--- src/rtl/ptad_pkg.sv ---
package ptad_pkg;
  localparam int unsigned ENTRY_W = 32;
  localparam int unsigned ACC_BIT = 5;
  localparam int unsigned DIRTY_BIT = 6;
  localparam int unsigned LEVELS = 2;

  typedef enum logic [2:0] {
    S_IDLE,
    S_RD_REQ,
    S_RD_WAIT,
    S_WR_REQ,
    S_WR_WAIT,
    S_VF_REQ,
    S_VF_WAIT,
    S_FIN
  } ptad_state_e;
endpackage

--- src/rtl/ptad_need.sv ---
module ptad_need
  import ptad_pkg::*;
#(
  parameter int unsigned DW = ENTRY_W
) (
  input  logic [DW-1:0]     dir_val,
  input  logic [DW-1:0]     tbl_val,
  input  logic              is_wr,
  output logic [DW-1:0]     mask_dir,
  output logic [DW-1:0]     mask_tbl,
  output logic [LEVELS-1:0] need
);
  logic [DW-1:0] mask_lv [LEVELS];
  logic [DW-1:0] val_lv  [LEVELS];

  assign val_lv[0] = dir_val;
  assign val_lv[1] = tbl_val;

  for (genvar g = 0; g < LEVELS; g++) begin : g_lvl
    // dirty flag only at the last level, and only for write accesses
    if (g == LEVELS - 1) begin : g_leaf
      assign mask_lv[g] = (DW'(1) << ACC_BIT) | (is_wr ? (DW'(1) << DIRTY_BIT) : '0);
    end else begin : g_dir
      assign mask_lv[g] = DW'(1) << ACC_BIT;
    end
    assign need[g] = (val_lv[g] & mask_lv[g]) != mask_lv[g];
  end

  assign mask_dir = mask_lv[0];
  assign mask_tbl = mask_lv[LEVELS-1];
endmodule

--- src/rtl/ptad_retry_mon.sv ---
module ptad_retry_mon #(
  parameter int unsigned CW = 16
) (
  input  logic          clk,
  input  logic          rst_n,
  input  logic          clr,
  input  logic          inc,
  input  logic [CW-1:0] limit,
  output logic          hang
);
  logic [CW-1:0] cnt_q, cnt_d;
  logic          cnt_en;

  always_comb begin
    cnt_en = clr | inc;
    cnt_d  = cnt_q;
    if (clr)                 cnt_d = '0;
    else if (cnt_q != '1)    cnt_d = cnt_q + CW'(1);
  end

  always_ff @(posedge clk or negedge rst_n) begin
    if (!rst_n)      cnt_q <= '0;
    else if (cnt_en) cnt_q <= cnt_d;
  end

  assign hang = cnt_q > limit;

  // accepting a walk clears the retry history
  a_r7_clear_on_accept: assert property (@(posedge clk) disable iff (!rst_n)
    clr |=> (cnt_q == '0));
  // once raised, the status stays up while the loop runs on
  a_r7_hang_sticky: assert property (@(posedge clk) disable iff (!rst_n)
    (hang && !clr && $stable(limit)) |=> hang);
endmodule

--- src/rtl/ptad_seq.sv ---
module ptad_seq
  import ptad_pkg::*;
#(
  parameter int unsigned AW = 32,
  parameter int unsigned DW = ENTRY_W
) (
  input  logic              clk,
  input  logic              rst_n,
  input  logic              start,
  input  logic [AW-1:0]     dir_addr,
  input  logic [AW-1:0]     tbl_addr,
  input  logic [DW-1:0]     mask_dir,
  input  logic [DW-1:0]     mask_tbl,
  input  logic [LEVELS-1:0] need_in,
  input  logic              deferred,
  input  logic              verify,
  output logic              mem_req,
  output logic              mem_we,
  output logic [AW-1:0]     mem_addr,
  output logic [DW-1:0]     mem_wdata,
  input  logic              mem_rsp_valid,
  input  logic [DW-1:0]     mem_rdata,
  output logic              busy,
  output logic              done,
  output logic              accept,
  output logic              vf_fail
);
  ptad_state_e     st_q, st_d;
  logic            idx_q, idx_d;
  logic [1:0]      need_q, need_d;
  logic [1:0]      wm_q, wm_d;
  logic [AW-1:0]   addr_q [LEVELS];
  logic [DW-1:0]   mask_q [LEVELS];
  logic [DW-1:0]   rdv_q  [LEVELS];
  logic            defer_q, verify_q;
  logic            rsp_ok, rd_cap, adv;
  logic [1:0]      upd;

  assign rsp_ok = (mem_rdata & mask_q[idx_q]) == mask_q[idx_q];
  assign rd_cap = (st_q == S_RD_WAIT) && mem_rsp_valid;

  always_comb begin
    st_d    = st_q;
    idx_d   = idx_q;
    need_d  = need_q;
    wm_d    = wm_q;
    accept  = 1'b0;
    vf_fail = 1'b0;
    adv     = 1'b0;
    upd     = '0;
    unique case (st_q)
      S_IDLE: if (start) begin
        accept = 1'b1;
        need_d = need_in;
        wm_d   = '0;
        idx_d  = ~need_in[0];
        st_d   = (need_in == '0) ? S_FIN : S_RD_REQ;
      end
      S_RD_REQ: st_d = S_RD_WAIT;
      S_RD_WAIT: if (mem_rsp_valid) begin
        if (!defer_q) begin
          if (rsp_ok) adv = 1'b1;
          else        st_d = S_WR_REQ;
        end else begin
          upd = wm_q;
          upd[idx_q] = ~rsp_ok;
          wm_d = upd;
          if (!idx_q && need_q[1]) begin
            idx_d = 1'b1;
            st_d  = S_RD_REQ;
          end else begin
            need_d = upd;
            idx_d  = ~upd[0];
            st_d   = (upd == '0) ? S_FIN : S_WR_REQ;
          end
        end
      end
      S_WR_REQ: st_d = S_WR_WAIT;
      S_WR_WAIT: if (mem_rsp_valid) begin
        if (!defer_q) begin
          if (verify_q) st_d = S_VF_REQ;
          else          adv  = 1'b1;
        end else if (!idx_q && wm_q[1]) begin
          idx_d = 1'b1;
          st_d  = S_WR_REQ;
        end else if (verify_q) begin
          idx_d = ~wm_q[0];
          st_d  = S_VF_REQ;
        end else begin
          need_d = '0;
          st_d   = S_FIN;
        end
      end
      S_VF_REQ: st_d = S_VF_WAIT;
      S_VF_WAIT: if (mem_rsp_valid) begin
        vf_fail = ~rsp_ok;
        if (!defer_q) begin
          if (rsp_ok) adv  = 1'b1;
          else        st_d = S_RD_REQ;
        end else begin
          upd = need_q;
          upd[idx_q] = ~rsp_ok;
          need_d = upd;
          if (!idx_q && wm_q[1]) begin
            idx_d = 1'b1;
            st_d  = S_VF_REQ;
          end else begin
            wm_d  = '0;
            idx_d = ~upd[0];
            st_d  = (upd == '0) ? S_FIN : S_RD_REQ;
          end
        end
      end
      S_FIN: st_d = S_IDLE;
      default: st_d = S_IDLE;
    endcase
    if (adv) begin
      need_d[idx_q] = 1'b0;
      if (!idx_q && need_q[1]) begin
        idx_d = 1'b1;
        st_d  = S_RD_REQ;
      end else begin
        st_d = S_FIN;
      end
    end
  end

  always_ff @(posedge clk or negedge rst_n) begin
    if (!rst_n) begin
      st_q   <= S_IDLE;
      idx_q  <= 1'b0;
      need_q <= '0;
      wm_q   <= '0;
    end else begin
      st_q   <= st_d;
      idx_q  <= idx_d;
      need_q <= need_d;
      wm_q   <= wm_d;
    end
  end

  always_ff @(posedge clk) begin
    if (accept) begin
      addr_q[0] <= dir_addr;
      addr_q[1] <= tbl_addr;
      mask_q[0] <= mask_dir;
      mask_q[1] <= mask_tbl;
      defer_q   <= deferred;
      verify_q  <= verify;
    end
    if (rd_cap) rdv_q[idx_q] <= mem_rdata;
  end

  assign mem_req   = (st_q == S_RD_REQ) || (st_q == S_WR_REQ) || (st_q == S_VF_REQ);
  assign mem_we    = (st_q == S_WR_REQ);
  assign mem_addr  = addr_q[idx_q];
  assign mem_wdata = rdv_q[idx_q] | mask_q[idx_q];
  assign busy      = (st_q != S_IDLE);
  assign done      = (st_q == S_FIN);

  // history of the previous request, kept only for the checks below
  logic          last_we_q;
  logic [AW-1:0] last_addr_q;
  always_ff @(posedge clk or negedge rst_n) begin
    if (!rst_n) begin
      last_we_q   <= 1'b0;
      last_addr_q <= '0;
    end else if (mem_req) begin
      last_we_q   <= mem_we;
      last_addr_q <= mem_addr;
    end
  end

  a_r9_req_single_cycle: assert property (@(posedge clk) disable iff (!rst_n)
    mem_req |=> !mem_req);
  a_r9_no_req_when_idle: assert property (@(posedge clk) disable iff (!rst_n)
    !busy |-> !mem_req);
  a_r8_done_single_cycle: assert property (@(posedge clk) disable iff (!rst_n)
    done |=> (!done && !busy));
  // a step-by-step write always targets the entry just read
  a_r3_write_follows_read: assert property (@(posedge clk) disable iff (!rst_n)
    (mem_req && mem_we && !defer_q) |-> (!last_we_q && last_addr_q == mem_addr));
  // with checking on, the read after a step-by-step write hits the same entry
  a_r6_check_same_entry: assert property (@(posedge clk) disable iff (!rst_n)
    (mem_req && !mem_we && last_we_q && verify_q && !defer_q) |-> (mem_addr == last_addr_q));
endmodule

--- src/rtl/pt_ad_updater.sv ---
module pt_ad_updater
  import ptad_pkg::*;
#(
  parameter int unsigned AW = 32,
  parameter int unsigned DW = ENTRY_W,
  parameter int unsigned CW = 16
) (
  input  logic          clk,
  input  logic          rst_n,
  input  logic          walk_valid,
  input  logic [AW-1:0] dir_addr,
  input  logic [DW-1:0] dir_val,
  input  logic [AW-1:0] tbl_addr,
  input  logic [DW-1:0] tbl_val,
  input  logic          walk_write,
  input  logic          cfg_deferred,
  input  logic          cfg_verify,
  input  logic [CW-1:0] hang_limit,
  output logic          mem_req,
  output logic          mem_we,
  output logic [AW-1:0] mem_addr,
  output logic [DW-1:0] mem_wdata,
  input  logic          mem_rsp_valid,
  input  logic [DW-1:0] mem_rdata,
  output logic          busy,
  output logic          done,
  output logic          hang_detected
);
  logic [DW-1:0]     mask_dir, mask_tbl;
  logic [LEVELS-1:0] need;
  logic              accept, vf_fail;

  ptad_need #(.DW(DW)) u_need (
    .dir_val (dir_val),
    .tbl_val (tbl_val),
    .is_wr   (walk_write),
    .mask_dir(mask_dir),
    .mask_tbl(mask_tbl),
    .need    (need)
  );

  ptad_seq #(.AW(AW), .DW(DW)) u_seq (
    .clk          (clk),
    .rst_n        (rst_n),
    .start        (walk_valid),
    .dir_addr     (dir_addr),
    .tbl_addr     (tbl_addr),
    .mask_dir     (mask_dir),
    .mask_tbl     (mask_tbl),
    .need_in      (need),
    .deferred     (cfg_deferred),
    .verify       (cfg_verify),
    .mem_req      (mem_req),
    .mem_we       (mem_we),
    .mem_addr     (mem_addr),
    .mem_wdata    (mem_wdata),
    .mem_rsp_valid(mem_rsp_valid),
    .mem_rdata    (mem_rdata),
    .busy         (busy),
    .done         (done),
    .accept       (accept),
    .vf_fail      (vf_fail)
  );

  ptad_retry_mon #(.CW(CW)) u_mon (
    .clk  (clk),
    .rst_n(rst_n),
    .clr  (accept),
    .inc  (vf_fail),
    .limit(hang_limit),
    .hang (hang_detected)
  );
endmodule

--- config.mk ---
export PLATFORM = sky130hd
export DESIGN_NAME = pt_ad_updater
export DESIGN_NICKNAME = d
export VERILOG_FILES = /design/src/rtl/ptad_pkg.sv /design/src/rtl/ptad_need.sv /design/src/rtl/ptad_retry_mon.sv /design/src/rtl/ptad_seq.sv /design/src/rtl/pt_ad_updater.sv
export SDC_FILE = /design/constraint.sdc
export NUM_CORES = 1
export LEC_CHECK = 0
export BUFFER_PORTS_ARGS = -buffer_cell sky130_fd_sc_hd__buf_4
export CORE_MARGIN = 2
export CORE_UTILIZATION = 45
export DETAILED_ROUTE_END_ITERATION = 10
export PLACE_DENSITY = 0.69
export SYNTH_ARGS = -nofsm -noshare
export SYNTH_HDL_FRONTEND = slang
export SYNTH_HIERARCHICAL = 1
export SYNTH_SLANG_ARGS = --single-unit
--- constraint.sdc ---
create_clock -name clk -period 14 [get_ports clk]
set_clock_uncertainty 0.05 [all_clocks]
set_input_delay 0.7 -clock clk [delete_from_list [all_inputs] [get_ports clk]]
set_output_delay 0.7 -clock clk [all_outputs]
set_load 0.02 [all_outputs]
==> metrics.md <==
| Metric | Value |
|---|---|
| # diodes | `0` |
| Setup Buffers After CTS | `0` |
| Drt first pass iters | `4` |
| Met2 WL | `10100 um` |
| DR WL met3 | `1370 um` |
| Largest cells by area after synthesis | `edfxtp_1 (57%), dfrtp_1 (5.9%), buf_4 (5.0%), mux2_2 (3.9%), mux2i_1 (3.3%)` |
| Overflow after GRT | `0` |
| Top_reg_cell synth | `edfxtp_1` |
| Most common cell after layout, fill and taps aside | `buf_4` |
| Critical path arrival | `5.30 ns` |
| Min Tclk post-route | `4.92 ns` |
| Crit Path Max Fanout | `84` |
| Leading area contributor after synthesis | `edfxtp_1` |
| Yosys top cell area share | `57.3%` |
| CTS buffer count | `25` |
| Sink Count | `218` |
| Clk_lat worst skew | `0.51 ns` |
| # IOs | `252` |
| Register area share after synthesis | `63.3%` |
| First-pass GRT wire length | `32300 um` |
| RePlAce Congestion | `0.826` |
| WL met1 | `8290 um` |
| Mapped Area | `10200 um2` |
| Vias in the first global route | `6354` |
| Initial DRC Count | `262` |
| Pwr dens | `178 nW/um2` |
| Critical path class | `register to register` |
| CP startpoint | `u_seq/idx_q$_DFF_PN0_` |
| IO buf count | `190` |
| Post-Route WL | `20200 um` |
| Most frequent cells in the layout | `buf_4 (196), edfxtp_1 (194), conb_1 (63), a21oi_1 (59), nor2_1 (59)` |
| Max Buffers Root-to-Sink | `3` |
| Number of synthesized flops with an enable pin | `194` |
| Post-DR wirelength/cell | `16.2 um` |
| Final worst path period share | `35.1%` |
| Reg-to-Reg Start | `u_seq/idx_q$_DFF_PN0_` |
| Nets | `1156` |
| Critical path endpoint category | `register` |
| Share of layout cells above drive strength 1 | `30.3%` |
| Crit start category | `register` |
| GRT Overall Usage | `16.8%` |
| Vias per inst | `5.07` |
| Number of distinct library cells after synthesis | `65` |
| CP required | `14.38 ns` |
| CTS tree | `built` |
| Rows | `54` |
| Initial core utilization | `46.3%` |
| Initial antenna violation count | `0` |
| RSZ-0062 raised after global routing | `false` |
| FF+latch count, synth | `218` |
| Final Hold Fails | `0` |
| Status | `completed` |
| Root Buffer Master | `clkbuf_16` |
| Placeable Area | `22000 um2` |
| Fin Setup TNS | `0 ns` |
| Worst-path clk slew | `0.06 ns` |
| Dpl cells | `1209` |
| Die height | `154 um` |
| Synthesis-to-layout area growth | `21.7%` |
| Peak Freq | `203 MHz` |
| Async SR Flop Fraction | `11.0%` |
| CTS H-tree depth | `1` |
| Post-route ant nets | `0` |
| HP Class | `primary input to async pin` |
| Die Width | `154 um` |
| Largest net degree at the start of global routing | `85` |
| Static Leakage | `4.75 nW` |
| Synthesized instance count | `772` |
| Max Used Layer | `met4` |
| Worst vdd ir | `0.0968 mV` |
| Ys Warns | `6` |
| Slew Limit Fails | `0` |
| Setup violators final | `0` |
| Finished Layout Cells | `1251` |
| Worst slew pin tran | `1.17 ns` |
| Resize count post-CTS | `0` |
| Worst slew margin | `21.7%` |
| Syn Area/Cell | `13.2 um2` |
| CTS Hold Buffers Added | `0` |
| Die area | `23800 um2` |
| Max Cap Viol | `0` |
| DRC Markers | `0` |
| HPWL after DPL | `13400 um` |
| Via Count | `6343` |
==> sequential cells by signal, summed over array words and instances (netlist names) <==
name            flops
u_mon/cnt_q        16
u_seq/addr_q       64
u_seq/defer_q       1
u_seq/idx_q         1
u_seq/mask_q       64
u_seq/need_q        2
u_seq/rdv_q        64
u_seq/st_q          3
u_seq/verify_q      1
u_seq/wm_q          2
==> cell usage after synthesis (5+ instances only) <==
cell and n:
nor3_1 41, nand2_1 25, clkbuf_1 9, o21ai_1 5
nor2b_1 12, inv_1 23, nand2b_1 10, o21ai_0 15
nand4_1 9, a21oi_1 59, ha_1 17, buf_2 18
dfrtp_1 24, mux2_2 35, nand3_1 7, o22ai_1 18
edfxtp_1 194, and3_1 5, mux2i_1 34, nor2_1 60
buf_4 67
==> routing by layer <==
layer / track usage, % / up-vias
li1: - / 3145
met1: 21.0 / 2965
met2: 29.5 / 196
met3: 3.92 / 37
met4: 4.63 / 0
met5: 0 / -
==> final cells by class <==
type,count,area (um2)
well taps,280,350
multi-input cells,491,3210
flip-flops and latches,218,6430
repair buffers,196,1470
inverters,24,90.1
clock buffers,31,648
clock inverters,11,164
fillers,1823,9590
==> power by group <==
group	switching, mW	leakage, nW	internal [mW]
sequential	0.0693	2.10	0.840
combinational	0.385	2.27	0.262
clock	0.247	0.384	0.400
total	0.701	4.75	1.50
==> cells by family after synthesis <==
family | share of synthesized area, %
and+or+nand+nor | 10.1
buffers and inverters | 7.57
muxes | 7.82
other | 0.0739
AOI/OAI and AO/OA | 9.13
DFF | 63.3
adders and majority gates | 2.09
==> per-stage QoR <==
step	power, mW	worst slack (ns)	hold slack [ns]	util (%)	area (um2)
final	2.20	9.08	0.0282	56.3	12400
after global routing	2.32	8.68	0.0346	56.3	12400
after CTS	2.23	9.07	0.0286	56.3	12400
after detailed placement	1.57	9.09	0.524	52.6	11600
after global placement	1.56	9.12	0.509	52.6	11600
after floorplan	1.39	2.35	0.354	-	10400
==> worst paths after layout <==
kind	to	slack, ns	depth (start not counted)
min	u_seq/st_q[2]$_DFFE_PN0P_	0.03	1
max in group asynchronous	u_seq/idx_q$_DFF_PN0_	13.58	1
max reg2reg	u_mon/cnt_q[15]$_DFFE_PN0P_	9.08	11
min in group clk	u_seq/addr_q[0][20]$_DFFE_PP_	0.31	1
min reg2reg	u_mon/cnt_q[9]$_DFFE_PN0P_	0.53	2
max	u_mon/cnt_q[15]$_DFFE_PN0P_	9.08	11
==> critical path: stages, from the launching register on <==
cell	delay [ns]
dfrtp_4	0.39
buf_4	0.78
buf_4	0.78
mux2i_1	0.19
o22ai_1	0.29
nor4_2	0.11
nand4_4	0.18
nor3b_1	0.79
and4_1	0.46
nand4_1	0.19
or3_1	0.33
a21oi_1	0.15
No activity file was read; power rests on OpenSTA's default activity.
